### config.mk
export PLATFORM = sky130hd
export DESIGN_NAME = extbus_byte_seq
export DESIGN_NICKNAME = d
export VERILOG_FILES = /design/src/rtl/extbus_byte_seq.sv
export SDC_FILE = /design/constraint.sdc
export NUM_CORES = 1
export LEC_CHECK = 0
export BUFFER_PORTS_ARGS = -buffer_cell sky130_fd_sc_hd__buf_2
export CORE_ASPECT_RATIO = 0.6
export CORE_UTILIZATION = 35
export CTS_BUF_LIST = sky130_fd_sc_hd__clkbuf_8
export DETAILED_ROUTE_END_ITERATION = 7
export GPL_TIMING_DRIVEN = 0
export PLACE_DENSITY_LB_ADDON = 0.12
export SYNTH_ARGS = -nofsm -noshare
export SYNTH_HDL_FRONTEND = slang
export SYNTH_SLANG_ARGS = --single-unit
### constraint.sdc
create_clock -name clk -period 1.6 [get_ports clk]
set_input_delay 0.32 -clock clk [delete_from_list [all_inputs] [get_ports clk]]
set_output_delay 0.32 -clock clk [all_outputs]
set_load 0.02 [all_outputs]
### src/rtl/extbus_byte_seq.sv
`timescale 1ns/1ps
module extbus_byte_seq #(
  parameter int AW = 15
) (
  input  logic          clk,
  input  logic          rst_n,
  input  logic          cpu_req,
  input  logic          cpu_we,
  input  logic          cpu_sel_ctrl,
  input  logic [AW-1:0] cpu_addr,
  input  logic [15:0]   cpu_wdata,
  output logic [15:0]   cpu_rdata,
  output logic          cpu_rdy,
  input  logic          bus_wide,
  output logic          ext_cyc,
  output logic          ext_we,
  output logic [AW:0]   ext_addr,
  output logic [1:0]    ext_be,
  output logic [15:0]   ext_wdata,
  input  logic [15:0]   ext_rdata,
  input  logic          ext_ack
);

  localparam logic [1:0] M_WORD = 2'd0;
  localparam logic [1:0] M_HI   = 2'd1;
  localparam logic [1:0] M_LO   = 2'd2;

  typedef enum logic [1:0] {S_IDLE, S_BUS, S_DONE} st_t;

  st_t           st;
  logic [1:0]    mode_q;
  logic [1:0]    op_mode;
  logic          op_wide, op_we, op_reg, phase;
  logic [AW-1:0] op_addr;
  logic [15:0]   op_wdata, rdata_q;
  logic [7:0]    lo_q;

  logic [1:0]  cur_mode;
  logic [15:0] ctrl_rd, bus_rd;
  logic        odd, last;

  assign cur_mode = (mode_q == 2'd3) ? M_WORD : mode_q;

  always_comb begin
    case (cur_mode)
      M_HI:    ctrl_rd = 16'h0000;
      M_LO:    ctrl_rd = {14'd0, mode_q};
      default: ctrl_rd = {14'd0, mode_q};
    endcase
  end

  assign odd  = !op_wide && ((op_mode == M_WORD && phase) || op_mode == M_HI);
  assign last = op_wide || op_mode != M_WORD || phase;

  assign ext_cyc  = (st == S_BUS);
  assign ext_we   = ext_cyc && op_we;
  assign ext_addr = {op_addr, odd};

  always_comb begin
    if (op_wide) begin
      case (op_mode)
        M_HI:    begin ext_be = 2'b10; ext_wdata = {op_wdata[15:8], 8'h00}; end
        M_LO:    begin ext_be = 2'b01; ext_wdata = {8'h00, op_wdata[7:0]}; end
        default: begin ext_be = 2'b11; ext_wdata = op_wdata; end
      endcase
    end else begin
      ext_be    = 2'b01;
      ext_wdata = {8'h00, odd ? op_wdata[15:8] : op_wdata[7:0]};
    end
  end

  always_comb begin
    if (op_wide) begin
      case (op_mode)
        M_HI:    bus_rd = {ext_rdata[15:8], 8'h00};
        M_LO:    bus_rd = {8'h00, ext_rdata[7:0]};
        default: bus_rd = ext_rdata;
      endcase
    end else begin
      case (op_mode)
        M_HI:    bus_rd = {ext_rdata[7:0], 8'h00};
        M_LO:    bus_rd = {8'h00, ext_rdata[7:0]};
        default: bus_rd = {ext_rdata[7:0], lo_q};
      endcase
    end
  end

  always_ff @(posedge clk) begin
    if (!rst_n) begin
      st       <= S_IDLE;
      mode_q   <= M_WORD;
      op_mode  <= M_WORD;
      op_wide  <= 1'b0;
      op_we    <= 1'b0;
      op_reg   <= 1'b0;
      op_addr  <= '0;
      op_wdata <= '0;
      phase    <= 1'b0;
      lo_q     <= '0;
      rdata_q  <= '0;
    end else begin
      case (st)
        S_IDLE: if (cpu_req) begin
          op_mode  <= cur_mode;
          op_wide  <= bus_wide;
          op_we    <= cpu_we;
          op_reg   <= cpu_sel_ctrl;
          op_addr  <= cpu_addr;
          op_wdata <= cpu_wdata;
          phase    <= 1'b0;
          if (cpu_sel_ctrl) begin
            rdata_q <= cpu_we ? 16'h0000 : ctrl_rd;
            if (cpu_we && cur_mode != M_HI) mode_q <= cpu_wdata[1:0];
            st <= S_DONE;
          end else begin
            st <= S_BUS;
          end
        end
        S_BUS: if (ext_ack) begin
          if (last) begin
            rdata_q <= op_we ? 16'h0000 : bus_rd;
            st      <= S_DONE;
          end else begin
            lo_q  <= ext_rdata[7:0];
            phase <= 1'b1;
          end
        end
        default: st <= S_IDLE;
      endcase
    end
  end

  assign cpu_rdy   = (st == S_DONE);
  assign cpu_rdata = cpu_rdy ? rdata_q : 16'h0000;

endmodule


==> parameters.txt <==
Parameter                              Value

Run status
  Status    finished, violations left
  Failing checks    setup timing

Critical path
  Critical path data required time    1280 ps
  Endpoint class of the critical path    output port
  Cell with the largest stage delay on the worst path    dfxtp_4
  CP Launch Type    flip-flop
  Cells along the critical path    inv_4, ha_4, nor2b_4, a21oi_4, buf_12, a22o_1, buf_6
  Slowest cell delay on critical path    360 ps
  Worst-path maximum fanout    8
  Type of the worst setup path    reg -> out
  Arrival time at the worst endpoint    1770 ps

Logic synthesis
  Proportion of synthesized chip area in sequential cells    41.4%
  Top-area cell type share of the netlist area    41.4%
  Cell types with the largest area share after synthesis    dfxtp_1 (41%), a21boi_0 (11%), nand2_1 (10%)
  Synth Net Count    408
  Synth Area per Inst    8.85 µm²
  Area leader, netlist    dfxtp_1
  Number of enable-type register cells in the synthesized netlist    0
  Most frequent cell after synthesis    nand2_1
  Seq cells post-synth    64
  Most frequent cells after synthesis    nand2_1 (83), dfxtp_1 (64), a21boi_0 (47)
  Post-synthesis cell type count    40
  Synth warn    0
  Most frequently used flop master after synthesis    dfxtp_1
  Netlist area before placement    0.00310 mm²
  Async set-reset flop share out of synthesis    0%
  Number of instances in the synthesized netlist    350

Global routing
  All-layer global routing usage    20.7%
  Vias in the first global route    2,599
  Remaining Overflow, GRT    0
  Wire length of the first global-routing pass    14,000 µm
  Antenna violations before repair    0
  Pin count of the biggest net entering global routing    11

Timing
  Transition time at the pin with the least slew margin    538 ps
  Number of hold-slack violations in the final timing report    0
  Final critical-path required period    2090 ps
  Max Freq    479 MHz
  Slew headroom    64.1%
  Final worst-path setup slack    -489 ps
  Clock Skews    7.59 ps
  Final setup violation count    60
  Count of pins over their slew limit    0
  Tcrit/Tclk final    131%
  Tightest hold margin    211 ps
  Setup repair after global routing missed its margin    true

Floorplan
  Width of the die    123 µm
  Total die area    0.00924 mm²
  Site row count    26
  Core area    0.00856 mm²
  Starting density of the core    36.2%
  Number of primary I/O pins    107
  Die height    74.9 µm

Route
  Vias per inst    4.77
  Detailed-route wire length per cell    15.4 µm
  Number of detailed-routing iterations run before antenna repair    4
  DRC violation total after the first TritonRoute iteration    97
  Post-DRT Antenna Nets    0
  Number of vias in the routed layout    2,927
  DRC violation count after routing    0
  Final Routed Wirelength    9440 µm

Power
  Power Dens Cells    788 mW/mm²
  P_leak    2.07 nW
  Peak ir drop on the vdd network    470 µV

Clock tree
  CTS sink count    64
  Clock edge transition at the registers on the reported setup and hold paths    70 ps
  CTS Hold Buffers Added    0
  Clock insertion delay at the later pin of the skew report    350 ps
  CTS tree    yes
  # H-tree levels    3
  Library cell used as clock root buffer    clkbuf_8
  Number of buffers created by CTS    9
  Worst-case clock buffer depth    2

Placed design
  Worst setup slack before clock tree synthesis    -438 ps
  RD Place Congestion    0.821
  Number of buffer cells added on primary ports    105
  Total half-perimeter wirelength after legalization and detailed placement    6490 µm

Flow run
  Max-cap violation count    0

Final layout
  Antenna cell count    0
  Fraction of layout cells with a size suffix above 1    51.9%
  Number of nets at the end of the flow    554
  Total of fill cells in the finished design    785
  Post-synthesis to final-layout area growth    58.6%

Worst hold path
  Worst hold path class    in -> reg
-- through the flow --
| step | std cells | total power [W] | utilization (%) | setup TNS, ps | instance area, µm² |
|---|---|---|---|---|---|
| finish | 613 | 0.00387 | 57.4 | -10580 | 4910 |
| global route | 613 | 0.00405 | 57.4 | -14490 | 4910 |
| CTS | 604 | 0.00384 | 55.3 | -11360 | 4730 |
| detailed placement | 567 | 0.00234 | 44.6 | -14060 | 3810 |
| global placement | 567 | 0.00233 | 44.6 | -12790 | 3810 |
| floorplan | 350 | 0.00212 | - | -238 | 3150 |
-- worst max-delay path: cells and delay by family, from the launching register on --
family | cells | cell delay, ps
AOI/OAI and AO/OA | 2 | 280
adders and majority gates | 1 | 270
buffers and inverters | 3 | 330
DFF | 1 | 360
and+or+nand+nor | 1 | 190
-- placed cells by master, fill, tap and decap left out, drive strengths merged, types with 2 or more instances in the layout --
cell type / synthesis / routed
nand3: 14 / 14
a22o: 8 / 8
ha: 4 / 4
inv: 3 / 7
mux2i: 10 / 10
mux2: 14 / 14
buf: 15 / 152
nor2b: 17 / 17
o211a: 2 / 2
clkbuf: 9 / 16
nor2: 6 / 6
dfxtp: 64 / 64
a21boi: 48 / 48
and2: 26 / 26
a21oi: 4 / 4
nand2: 83 / 83
nor3b: 3 / 3
or3b: 4 / 4
a22oi: 3 / 3
-- power breakdown --
part | internal, W | leakage (nW) | switching (W)
clock | 0.000694 | 0.104 | 0.000633
combinational | 0.000409 | 1.44 | 0.000419
sequential | 0.00167 | 0.525 | 0.0000482
-- final cells by class --
| type | instances | area (µm²) | share of cell area [%] |
|---|---|---|---|
| multi-input cells | 259 | 2020 | 41.1 |
| flip-flops and latches | 64 | 1290 | 26.4 |
| repair buffers | 139 | 1090 | 22.3 |
| plain buffers | 20 | 168 | 3.41 |
| well taps | 112 | 140 | 2.85 |
| clock buffers | 9 | 124 | 2.52 |
| clock inverters | 7 | 57.6 | 1.17 |
| inverters | 3 | 13.8 | 0.280 |
-- cells by family (layout without fill, tap and decap cells) --
kind of cell             count (synthesis)  in the layout  synth area share [%]
AO/OA/AOI/OAI                           72             72                  18.0
adder cells (fa/ha/maj)                  4              4                  1.62
buffers and inverters                   27            178                  4.89
flip-flops                              64             64                  41.4
multiplexers                            24             24                  8.32
AND/OR/NAND/NOR                        159            159                  25.8
-- final timing paths --
path | startpoint | to | slack (ps) | cells after the start
setup / recovery | op_mode[0] | ext_wdata[0] | -490 | 7
hold / removal | cpu_wdata[14] | op_wdata[14] | 210 | 3
setup reg to reg | st[1] | rdata_q[4] | -140 | 5
hold reg to reg | rdata_q[3] | rdata_q[3] | 460 | 2
-- registers in the layout, indices dropped and copies added, names as in the netlist --
signal	flops
op_wdata	16
st	2
mode_q	2
op_mode	2
lo_q	8
op_addr	15
rdata_q	16
phase	1
op_wide	1
op_we	1
-- per-layer routing --
metal	vias to the layer above	share of wire [%]	GRT usage, %
li1	1476	-	-
met1	1360	50	30.5
met2	80	43	28.6
met3	11	6.4	5.98
met4	0	1.1	6.83
met5	-	0	0
-- repair_timing --
| action | 4_1_cts | 5_1_grt |
|---|---|---|
| buffers inserted | 19 | 13 |
| endpoints found under the setup margin | 97 | 86 |
| endpoints found under the hold margin | 0 | 0 |
| gates resized for setup | 167 | 40 |
| pin swaps | 40 | 35 |
| cloned | 4 | 0 |
Note: power is estimated with default switching activity, not from simulation.
